## config.mk

```make
export PLATFORM = sky130hd
export DESIGN_NAME = pri_phase_seq
export DESIGN_NICKNAME = d
export VERILOG_FILES = /design/src/rtl/pri_pkg.sv /design/src/rtl/pri_cfg_regs.sv /design/src/rtl/pri_phase_ctrl.sv /design/src/rtl/pri_ant_switch.sv /design/src/rtl/pri_phase_seq.sv
export SDC_FILE = /design/constraint.sdc
export NUM_CORES = 1
export LEC_CHECK = 0
export ABC_AREA = 1
export BUFFER_PORTS_ARGS = -buffer_cell sky130_fd_sc_hd__buf_2
export CORE_ASPECT_RATIO = 1.1
export CORE_MARGIN = 5
export CORE_UTILIZATION = 56
export CTS_CLUSTER_DIAMETER = 100
export DETAILED_ROUTE_END_ITERATION = 10
export PLACE_DENSITY = 0.76
export SYNTH_ARGS = -nofsm -noshare
export SYNTH_HDL_FRONTEND = slang
export SYNTH_SLANG_ARGS = --single-unit
```

## constraint.sdc

```tcl
create_clock -name clk -period 2.2 [get_ports clk]
set_input_delay 0.55 -clock clk [delete_from_list [all_inputs] [get_ports clk]]
set_output_delay 0.55 -clock clk [all_outputs]
set_load 0.01 [all_outputs]
```

## src/rtl/pri_pkg.sv

```systemverilog
`timescale 1ns/1ps
package pri_pkg;
    parameter int unsigned CFG_AW = 7;
    parameter int unsigned CFG_DW = 32;
    parameter int unsigned DUR_W  = 24;
    parameter int unsigned DLY_W  = 16;

    localparam logic [CFG_AW-1:0] A_CTRL   = CFG_AW'(0);
    localparam logic [CFG_AW-1:0] A_ON     = CFG_AW'(1);
    localparam logic [CFG_AW-1:0] A_SWITCH = CFG_AW'(2);
    localparam logic [CFG_AW-1:0] A_LOOK   = CFG_AW'(3);
    localparam logic [CFG_AW-1:0] A_IDLE   = CFG_AW'(4);
    localparam logic [CFG_AW-1:0] A_ANT    = CFG_AW'(5);

    typedef enum logic [2:0] {
        PH_OFF    = 3'd0,
        PH_ON     = 3'd1,
        PH_SWITCH = 3'd2,
        PH_LOOK   = 3'd3,
        PH_IDLE   = 3'd4
    } phase_e;

    typedef struct packed {
        logic [DUR_W-1:0] on_len;
        logic [DUR_W-1:0] sw_len;
        logic [DUR_W-1:0] look_len;
        logic [DUR_W-1:0] idle_len;
        logic [DLY_W-1:0] tx_dly;
        logic [DLY_W-1:0] rx_dly;
    } timing_cfg_t;

    function automatic phase_e next_phase(phase_e p);
        case (p)
            PH_ON:     return PH_SWITCH;
            PH_SWITCH: return PH_LOOK;
            PH_LOOK:   return PH_IDLE;
            default:   return PH_ON;
        endcase
    endfunction

    function automatic logic [DUR_W-1:0] phase_len(timing_cfg_t c, phase_e p);
        case (p)
            PH_ON:     return c.on_len;
            PH_SWITCH: return c.sw_len;
            PH_LOOK:   return c.look_len;
            PH_IDLE:   return c.idle_len;
            default:   return '0;
        endcase
    endfunction
endpackage

```

## src/rtl/pri_cfg_regs.sv

```systemverilog
`timescale 1ns/1ps
module pri_cfg_regs
    import pri_pkg::*;
(
    input  logic              clk,
    input  logic              rst,
    input  logic              cfg_wr,
    input  logic [CFG_AW-1:0] cfg_addr,
    input  logic [CFG_DW-1:0] cfg_data,
    output logic              soft_rst,
    output timing_cfg_t       cfg_live
);
    localparam int unsigned TX_LSB = CFG_DW - DLY_W;

    always_ff @(posedge clk) begin
        if (rst) begin
            soft_rst <= 1'b1;
            cfg_live <= '0;
        end else if (cfg_wr) begin
            case (cfg_addr)
                A_CTRL:   soft_rst          <= cfg_data[0];
                A_ON:     cfg_live.on_len   <= cfg_data[DUR_W-1:0];
                A_SWITCH: cfg_live.sw_len   <= cfg_data[DUR_W-1:0];
                A_LOOK:   cfg_live.look_len <= cfg_data[DUR_W-1:0];
                A_IDLE:   cfg_live.idle_len <= cfg_data[DUR_W-1:0];
                A_ANT: begin
                    cfg_live.tx_dly <= cfg_data[CFG_DW-1:TX_LSB];
                    cfg_live.rx_dly <= cfg_data[DLY_W-1:0];
                end
                default: ;
            endcase
        end
    end

    AST_CTRL_WRITE: assert property (@(posedge clk) disable iff (rst)
        (cfg_wr && cfg_addr == A_CTRL) |=> (soft_rst == $past(cfg_data[0])));
    AST_ON_WRITE: assert property (@(posedge clk) disable iff (rst)
        (cfg_wr && cfg_addr == A_ON) |=> (cfg_live.on_len == $past(cfg_data[DUR_W-1:0])));
endmodule

```

## src/rtl/pri_phase_ctrl.sv

```systemverilog
`timescale 1ns/1ps
module pri_phase_ctrl
    import pri_pkg::*;
(
    input  logic             clk,
    input  logic             rst,
    input  logic             soft_rst,
    input  timing_cfg_t      cfg_live,
    output phase_e           phase,
    output logic [DUR_W-1:0] cnt,
    output timing_cfg_t      snap
);
    logic             at_end;
    logic [DUR_W-1:0] cur_len;

    always_comb begin
        cur_len = phase_len(snap, phase);
        at_end  = (cnt == cur_len);
    end

    always_ff @(posedge clk) begin
        if (rst || soft_rst) begin
            phase <= PH_OFF;
            cnt   <= '0;
            snap  <= '0;
        end else if (phase == PH_OFF) begin
            phase <= PH_ON;
            cnt   <= '0;
            snap  <= cfg_live;
        end else if (at_end) begin
            phase <= next_phase(phase);
            cnt   <= '0;
            snap  <= cfg_live;
        end else begin
            cnt <= cnt + 1'b1;
        end
    end

    AST_SOFT_CLEARS: assert property (@(posedge clk) disable iff (rst)
        soft_rst |=> (phase == PH_OFF && cnt == '0));
    AST_RELEASE_TO_ON: assert property (@(posedge clk) disable iff (rst)
        ($past(phase) == PH_OFF && phase != PH_OFF) |-> (phase == PH_ON && cnt == '0));
    AST_PHASE_ORDER: assert property (@(posedge clk) disable iff (rst || soft_rst)
        ($past(phase) != PH_OFF && phase != $past(phase)) |-> (phase == next_phase($past(phase))));
    AST_CNT_BOUND: assert property (@(posedge clk) disable iff (rst)
        (phase != PH_OFF) |-> (cnt <= phase_len(snap, phase)));
    AST_LEN_FROZEN: assert property (@(posedge clk) disable iff (rst || soft_rst)
        (phase != PH_OFF && cnt != '0) |-> (snap == $past(snap)));
endmodule

```

## src/rtl/pri_ant_switch.sv

```systemverilog
`timescale 1ns/1ps
module pri_ant_switch
    import pri_pkg::*;
(
    input  logic             clk,
    input  logic             rst,
    input  logic             soft_rst,
    input  phase_e           phase,
    input  logic [DUR_W-1:0] cnt,
    input  logic [DLY_W-1:0] tx_dly,
    input  logic [DLY_W-1:0] rx_dly,
    output logic             tx_sw,
    output logic             rx_sw
);
    logic [DLY_W-1:0] hold;

    always_ff @(posedge clk) begin
        if (rst || soft_rst) begin
            hold <= '0;
        end else if (phase == PH_ON) begin
            hold <= tx_dly;
        end else if (hold != '0) begin
            hold <= hold - 1'b1;
        end
    end

    always_comb begin
        tx_sw = (phase == PH_ON) || (hold != '0);
        rx_sw = (phase == PH_LOOK) && (cnt >= DUR_W'(rx_dly));
    end

    AST_HOLD_COUNTDOWN: assert property (@(posedge clk) disable iff (rst || soft_rst)
        (phase != PH_ON && hold != '0) |=> (hold == $past(hold) - 1'b1));
    AST_HOLD_LOADED: assert property (@(posedge clk) disable iff (rst || soft_rst)
        (phase == PH_ON) |=> (hold == $past(tx_dly)));
endmodule

```

## src/rtl/pri_phase_seq.sv

```systemverilog
`timescale 1ns/1ps
module pri_phase_seq
    import pri_pkg::*;
(
    input  logic              clk,
    input  logic              rst,
    input  logic              cfg_wr,
    input  logic [CFG_AW-1:0] cfg_addr,
    input  logic [CFG_DW-1:0] cfg_data,
    output logic              tx_active,
    output logic              look_active,
    output logic              pulse_start,
    output logic              tx_switch,
    output logic              rx_switch
);
    logic             soft_rst;
    timing_cfg_t      cfg_live;
    timing_cfg_t      snap;
    phase_e           phase;
    logic [DUR_W-1:0] cnt;
    logic             tx_sw_raw;
    logic             rx_sw_raw;

    pri_cfg_regs u_regs (
        .clk      (clk),
        .rst      (rst),
        .cfg_wr   (cfg_wr),
        .cfg_addr (cfg_addr),
        .cfg_data (cfg_data),
        .soft_rst (soft_rst),
        .cfg_live (cfg_live)
    );

    pri_phase_ctrl u_ctrl (
        .clk      (clk),
        .rst      (rst),
        .soft_rst (soft_rst),
        .cfg_live (cfg_live),
        .phase    (phase),
        .cnt      (cnt),
        .snap     (snap)
    );

    pri_ant_switch u_ant (
        .clk      (clk),
        .rst      (rst),
        .soft_rst (soft_rst),
        .phase    (phase),
        .cnt      (cnt),
        .tx_dly   (snap.tx_dly),
        .rx_dly   (snap.rx_dly),
        .tx_sw    (tx_sw_raw),
        .rx_sw    (rx_sw_raw)
    );

    always_comb begin
        tx_active   = !soft_rst && (phase == PH_ON);
        look_active = !soft_rst && (phase == PH_LOOK);
        pulse_start = !soft_rst && (phase == PH_ON) && (cnt == '0);
        tx_switch   = !soft_rst && tx_sw_raw;
        rx_switch   = !soft_rst && rx_sw_raw;
    end

    AST_QUIET_IN_SOFT: assert property (@(posedge clk) disable iff (rst)
        soft_rst |-> !(tx_active || look_active || pulse_start || tx_switch || rx_switch));
    AST_PULSE_SINGLE: assert property (@(posedge clk) disable iff (rst)
        pulse_start |=> !pulse_start);
    AST_TX_COVERS_ON: assert property (@(posedge clk) disable iff (rst)
        tx_active |-> tx_switch);
    AST_RX_WITHIN_LOOK: assert property (@(posedge clk) disable iff (rst)
        rx_switch |-> look_active);
    AST_PHASES_EXCLUSIVE: assert property (@(posedge clk) disable iff (rst)
        $countones({tx_active, look_active}) <= 1);
endmodule

```

# After elaboration in Yosys (flattened, before gate mapping)
# Cells that the tools add are included.
# op_classes
addsub	2
n_mul	0
div_mod_pow	0
magnitude_cmp	1
n_eq_ne	10
shifts	0
mux	8
n_bitwise	0
reduce_logical	23
# ops
op	count
two-way mux 128 bit	2
case mux 24 bit (4 select lines)	1
two-way mux 16 bit	2
adder 24 x 1 -> 24 bit, second input constant	1
== test 24 bit	1
greater-or-equal comparator 24 x 16 -> 1 bit	1
logical NOT 24 bit	1
nonzero test 16 bit	1
subtractor 16 x 1 -> 16 bit, second input constant	1
== test 7 x 2 -> 1 bit, second input constant	2
== test 7 x 3 -> 1 bit, second input constant	2
AND reduction 2 bit	6
case mux 3 bit (3 select lines)	1
== test 7 x 1 -> 1 bit, second input constant	1
logical NOT 7 bit	1
== test 3 x 2 -> 1 bit, second input constant	2
logical AND 1 bit	6
nonzero test 2 bit	2
== test 3 x 1 -> 1 bit, second input constant	1
== test 3 bit, second input constant	1
logical NOT 3 bit	1
OR reduction 3 bit	1
logical OR 1 bit	2
two-way mux 1 bit	2
other kinds (2)	2
# word_totals
regBits	300
latch_bits	0
ramBits	0
romBits	0
inputBits	42
output_inout_bits	5
elab_cells	61
memories	0

# Logic depth before layout (Yosys ltp)
# Gate-level depths: netlist of run 1.
# depth
ltp_word	5
depth_mapped	19
ltp_nobuf	15

# Modules after synthesis
# From an unflattened synthesis of run 1, not the netlist that was laid out.
# hier_totals
hier_cells	2089
hier_area_um2	14184.9
# modules_own_cells
module	instances	cells_each	area_each_um2	seq_area_each_um2
pri_phase_ctrl	1	1031	7205.7	3103.0
pri_cfg_regs	1	759	5208.7	2582.5
pri_ant_switch	1	266	1644.1	320.3
pri_phase_seq	1	33	126.4	0.0

# Least setup slack after synthesis of run 1
# OpenSTA, ideal clock, no wires.
# synth_path
kind	register to output
start	register u_ctrl.phase[2]
end	output port pulse_start
t_arrival_ns	1.749
required_time_ns	1.650
path_slack_ns	-0.099
path_stages_with_launch	10
path_buffers	2
path_cell_list	dfxtp_1 > buf_2 > inv_2 > nand2_1 > nor2_2 > buf_2 > clkinv_1 > nor2_1 > nand2_1 > nor4_1
# synth_via
elab_chain_cells	3
# synth_lines
element	line_no	rtl
from (decl)	pri_phase_ctrl.sv:9	output phase_e phase,
from (signal assigned)	pri_phase_ctrl.sv:31	phase <= next_phase(phase);
== test 3 x 1 -> 1 bit	--	
logical AND 1 bit	--	
net tx_active	pri_phase_seq.sv:10	output logic tx_active,
logical AND 1 bit	pri_phase_seq.sv:59	pulse_start = !soft_rst && (phase == PH_ON) && (cnt == '0);
to (decl)	pri_phase_seq.sv:12	output logic pulse_start,
# The timed path passes the listed nets, and every way through them passes these cells.

# Worst setup path after layout of run 1
# layout_path
start	register u_ctrl.phase[1]
end	register, netlist name u_ctrl.snap[2]
# layout_via
elab_chain_cells	4
word_cells_on_any_way	9
cone_classes	eq/ne: 5; mux: 2; reduce/logical: 2
# layout_lines
element	line_no	rtl
== test 3 bit, or another cell as far along	pri_pkg.sv:42	case (p)
case mux 24 bit (4 select lines)	pri_pkg.sv:42	
== test 24 bit	pri_phase_ctrl.sv:18	at_end = (cnt == cur_len);
nonzero test 2 bit (no line)	--	
# Parallel ways exist; a longest one is shown, timed or not.
# A chain may end at the register's enable or synchronous reset.

==> results of run 1 <==
[where the power goes]
group	internal, mW	switching (mW)
Clock	3.10	2.21
Sequential	5.43	0.00756
Combinational	0.0592	0.138
[metal layers]
layer / up-vias / GRT usage [%] / share of wire [%]
met5: - / 0 / 0
met4: 0 / 17.1 / 5.8
met3: 234 / 4.62 / 10
met2: 936 / 52.4 / 46
met1: 6770 / 42.5 / 37
li1: 6658 / - / -
[tightest hold or removal path, cell delays in order]
cell      delay (ns)
buf_2           0.09
inv_1           0.04
a211oi_1        0.05
[area by class of cell]
cell class	count	area (µm²)	share of cell area, %
Tap cell	310	388	2.12
Timing Repair Buffer	208	2580	14.1
Multi-Input combinational cell	1308	7410	40.5
Inverter	220	831	4.55
Clock buffer	44	915	5.01
Clock inverter	12	115	0.630
Sequential cell	300	6030	33.0
[Yosys cell counts (all sizes together)]
library cell  count  share of area (%)
o21bai            3               0.16
a31oi             1              0.046
o21ai           133                4.8
a221oi            1              0.064
ha               19                1.7
o31ai             1              0.055
xnor2             1              0.064
inv             219                6.0
a2111oi           4               0.25
or2               3               0.14
dfxtp           300                 44
nor3b             1              0.055
a211oi           34                1.9
buf              59                2.5
nand3b            2               0.11
and2              1              0.046
nand2           301                8.2
nand4            26                1.2
nor4              7               0.32
nor3             24               0.87
clkinv            1              0.027
a21oi           246                9.0
xor2             22                1.4
a311oi            3               0.19
and3              1              0.046
nand3           213                7.8
nor2            260                7.2
clkbuf           77                2.1
o311ai            1              0.064
[registers in the layout (all words and copies together), names as in the netlist]
register         count
u_regs.cfg_live    128
u_ctrl.phase         3
u_ctrl.cnt          24
u_ant.hold          16
u_ctrl.snap        128
u_regs.soft_rst      1
[logic make-up after synthesis]
kind of cell / after synthesis
adder cells (fa/ha/maj): 19
AO/OA/AOI/OAI: 427
flip-flops: 300
XOR/XNOR: 23
AND/OR/NAND/NOR: 839
buffers and inverters: 356
[worst min-delay path by stage]
stage,from,to,slack (ns),cells after the start
2_1_floorplan,u_ctrl.cnt[0],u_ctrl.cnt[0],0.43,1
3_3_place_gp,u_regs.cfg_live[117],u_ctrl.snap[117],0.45,2
3_5_place_dp,u_regs.cfg_live[110],u_ctrl.snap[110],0.46,2
4_1_cts,cfg_data[26],u_regs.cfg_live[26],0.23,3
5_1_grt,cfg_data[30],u_regs.cfg_live[30],0.24,3
6_report,cfg_data[26],u_regs.cfg_live[26],0.22,3
[repair_timing]
| action | CTS | global route |
|---|---|---|
| buffers inserted | 34 | 1 |
| endpoints found under the setup margin | 165 | 161 |
| gates resized for setup | 309 | 45 |
| hold buffers | 0 | 0 |
| gates cloned | 27 | 1 |
| pin swaps | 59 | 28 |
==> results.cfg, run 1 <==
[cts]
clkLatencyLatePin_ns = 0.56
path_clk_slew_ns = 0.07
cts_tree = yes
cts_buffers = 30
clockBufferDepth = 3
ctsHtreeMaxLevel = 1
clock_sinks = 300
cts_root_buffer = clkbuf_16

[route]
ant_nets = 0
via_per_inst = 6.08
drtPass1Iterations = 7
drt_iter0_drc = 1627
post_drt_wl_per_cell_um = 19.6
vias = 14600
drt_wl_total_mm = 47.1
drc = 0

[global_route]
overflow = 0
grt_pass1_wl_mm = 74.8
first_global_vias = 14200
grt_usage_pct = 32.5
antenna_found_initial = 0
grt_max_degree = 132

[finish]
fin_nets = 2129
final_cell_mix = dfxtp_1 (287), nand2_1 (281), nor2_1 (220)
fin_area_mm2 = 0.0183
finalNonFillerCells = 2402
final_common_cell = dfxtp_1
drive_above_1_share_pct = 25.9
postLayoutCoreUtil_pct = 75.1
nFillCells = 1600
antenna_cells = 0
area_growth_pct = 32.9

[synthesis]
synth-compound-area-share_pct = 16.5
synth_cell_types = 36
synth_adder_area_share_pct = 1.73
synth-xor-area-share_pct = 1.47
yosysWarnings = 0
synth_simple_gate_area_share_pct = 26.0
netlist_area_mm2 = 0.0137
syn_nets = 2025
synth_mux_area_share_pct = 0
synth_top_family_by_area = simple AND/OR/NAND/NOR gates
netlist_instances = 1964
yosysSeqAreaShare_pct = 43.7
syn_avg_cell_area_um2 = 7.00
yosys_register_bits = 300

[run]
cap_violations = 0

[place]
place_hpwl_mm = 24.9
gp_congestion = 0.888
dp_slack_ns = -0.314
placed_cell_area_mm2 = 0.0149
io_buffer_count = 46
post-place-cells = 2286

[worst_hold_path]
holdCritPathClass = in -> reg

[sta]
rsz0062_at_grt = true
setup_viol = 160
max_slew_margin_pct = 48.4
hold_violations = 0
skew_ns = 0.0127
finalMaxSlewViolations = 0
setup_ws_ns = -0.714
finalCriticalPeriod_ns = 2.91
tightest_slew_ns = 0.775
holdWs_ns = 0.224
setup_tns_ns = -91.85
fmax_ghz = 0.343
finalCritPeriodShare_pct = 132

[worst_setup_path]
endpoint = u_ctrl.snap[2]
critPathKind = reg -> reg
cp-startpoint = u_ctrl.phase[1]
cp_num_buf_inv = 6
r2r_slack_ns = -0.71
crit_path_start_kind = flop
arrival_ns = 3.41
crit_fanout = 7
cpPeakStageDelay_ns = 0.38
crit_chain = buf_4 > inv_2 > buf_4 > nand3_1 > nand2_1 > nor2_1 > nand2_1 > nand2_1 > nor2_2 > nand2_1 > nor2_2 > nand3_4 > buf_6 > buf_16 > buf_16 > nand3_1 > nand2_1 > nor2_1
cpLargestDelayFamily = simple AND/OR/NAND/NOR gates
slowest_stage = dfxtp_4
r2r_cells = 18
path_common_cell = nand2_1
required_ns = 2.70
crit_path_end_kind = flop
r2r-end = u_ctrl.snap[2]
regToRegStartpoint = u_ctrl.phase[1]
cp.depth = 18

[pwr]
p_leak_nw = 6.50
p_total_mw = 10.9
pwr_density_cell_mw_per_mm2 = 599
peakVddDrop_uv = 827

[status]
status = complete, but fails checks
violations = setup timing

[floorplan]
start_util_pct = 56.5
num_rows = 60
core_area_mm2 = 0.0243
die_area_mm2 = 0.0278
ioPinCount = 47
die_y_um = 174
die_w_um = 159
Power figures use the tool's default switching activity.
==> run 2, diff against run 1 <==
REMOVE_ABC_BUFFERS = 1   (was default)
==> results.cfg, run 2 (synthesized netlist as in run 1, its figures left out) <==
[status]
status = complete, but fails checks
violations = DRC, capacitance limit, slew limit, setup timing

[pwr]
p_sw_share_pct = 22.6
p_total_mw = 11.0
p_leak_nw = 6.61
pwr-share-clk_pct = 49.0
seq_power_share_pct = 49.3
peakVddDrop_uv = 643
combinationalPowerShare_pct = 1.7
intPower_mw = 8.55
pwr_density_cell_mw_per_mm2 = 573
switching_power_mw = 2.49

[sta]
skew_ns = 0.0212
tightest_slew_ns = 2.08
fmax_ghz = 0.277
setup_ws_ns = -1.41
setup_viol = 159
finalCriticalPeriod_ns = 3.61
max_slew_margin_pct = -40.0
finalMaxSlewViolations = 3
rsz0062_at_grt = true
hold_violations = 0
finalCritPeriodShare_pct = 164
setup_tns_ns = -123.87

[worst_setup_path]
crit_path_start_kind = flop
crit_path_end_kind = flop
critPathKind = reg -> reg
crit_fanout = 5
arrival_ns = 4.07
required_ns = 2.65

[route]
vias = 15500
via_per_inst = 6.43
drt_wl_total_mm = 52.7
drc = 1
drt_iter0_drc = 2303
post_drt_wl_per_cell_um = 21.9
ant_nets = 0
drtPass1Iterations = 11

[place]
gp_congestion = 0.967
placed_cell_area_mm2 = 0.0149
post-place-cells = 2286
place_hpwl_mm = 24.3
io_buffer_count = 46

[cts]
path_clk_slew_ns = 0.07
ctsHtreeMaxLevel = 1
cts_tree = yes
clock_sinks = 300
clockBufferDepth = 3
cts_buffers = 31
cts_root_buffer = clkbuf_16
clkLatencyLatePin_ns = 0.58
hold_buffers = 0

[global_route]
antenna_found_initial = 1
grt_max_degree = 132
overflow = 0
grt_usage_pct = 31.5
grt_pass1_wl_mm = 73.1
first_global_vias = 14300

[finish]
postLayoutCoreUtil_pct = 79.2
area_growth_pct = 40.2
antenna_cells = 0
drive_above_1_share_pct = 32.1
final_common_cell = dfxtp_1
finalNonFillerCells = 2408
final_cell_mix = dfxtp_1 (291), nand2_1 (247), inv_1 (207)
fin_area_mm2 = 0.0193
fin_nets = 2134
nFillCells = 1361
reg_top3 = u_ctrl.snap (128), u_regs.cfg_live (128), u_ctrl.cnt (24)

[floorplan]
start_util_pct = 56.5
ioPinCount = 47
num_rows = 60
die_w_um = 159
die_area_mm2 = 0.0278
core_area_mm2 = 0.0243
die_y_um = 174

[worst_hold_path]
holdCritPathClass = in -> reg

[run]
cap_violations = 1
run 2: cell count changes in the layout (fill, tap and decap cells not counted), moves of 8 or more:
cell     previous run  this run
a21oi_4             2        25
buf_12             35        43
nand3_4             2        29
nand2_2            17        47
nand2_1           281       247
nor2_1            220       200
nand3_2            74       102
a21oi_1           145       128
nor2_2             30        47
nand3_1           137        82
run 2: through the flow:
| step | hold WS [ns] | worst slack (ns) |
|---|---|---|
| 3_5_place_dp | 0.451 | -0.500 |
| 2_1_floorplan | 0.427 | -7.26 |
| 6_report | 0.210 | -1.41 |
| 4_1_cts | 0.207 | -0.518 |
| 3_3_place_gp | 0.445 | -0.467 |
| 5_1_grt | 0.219 | -1.25 |
run 2: repair_timing:
item	4_1_cts	5_1_grt
gates resized for setup	253	316
pin swaps	77	155
endpoints found under the setup margin	164	160
gates cloned	35	3
setup buffers	26	21
run 2: critical path, cell delays in order, from the launching register on:
cell and delay [ns]:
dfxtp_1 0.45, inv_1 0.13, buf_4 0.19, nor4_1 1.67
nand2_1 0.38, nor4_1 0.39, xor2_1 0.22, nor2_2 0.06
run 2: worst paths after layout:
| path | start | end | slack, ns | cells after the start |
|---|---|---|---|---|
| min reg2reg | u_regs.cfg_live[36] | u_ctrl.snap[36] | 0.47 | 2 |
| min | cfg_data[24] | u_regs.cfg_live[24] | 0.21 | 3 |
| max reg2reg | u_ctrl.cnt[13] | u_ctrl.cnt[22] | -1.41 | 7 |
| max | u_ctrl.cnt[13] | u_ctrl.cnt[22] | -1.41 | 7 |
run 2: layer usage:
layer  up-vias  wire length (µm)  GRT usage, %  share of wire [%]
met1      7168             18100          38.3                 34
li1       6667                 -             -                  -
met2      1212             24700          54.0                 47
met5         -                11             0              0.021
met4         2              4190          15.4                8.0
met3       429              5750          5.62                 11
run 2: cell type report:
| cell class | instances | area (µm²) | area share, % |
|---|---|---|---|
| Timing Repair Buffer | 212 | 2680 | 13.9 |
| Tap cell | 310 | 388 | 2.01 |
| Clock buffer | 34 | 817 | 4.24 |
| Clock inverter | 24 | 230 | 1.19 |
| Inverter | 220 | 843 | 4.37 |
| Multi-Input combinational cell | 1308 | 8290 | 43.0 |
| Sequential cell | 300 | 6020 | 31.2 |
run 2: power groups by stage:
stage | Combinational [mW] | Clock, mW | Sequential (mW)
after floorplan | 0.0746 | 0 | 5.57
after global placement | 0.165 | 0 | 5.57
after detailed placement | 0.169 | 0 | 5.57
after CTS | 0.172 | 5.39 | 5.44
after global routing | 0.198 | 5.67 | 5.44
final | 0.184 | 5.42 | 5.44
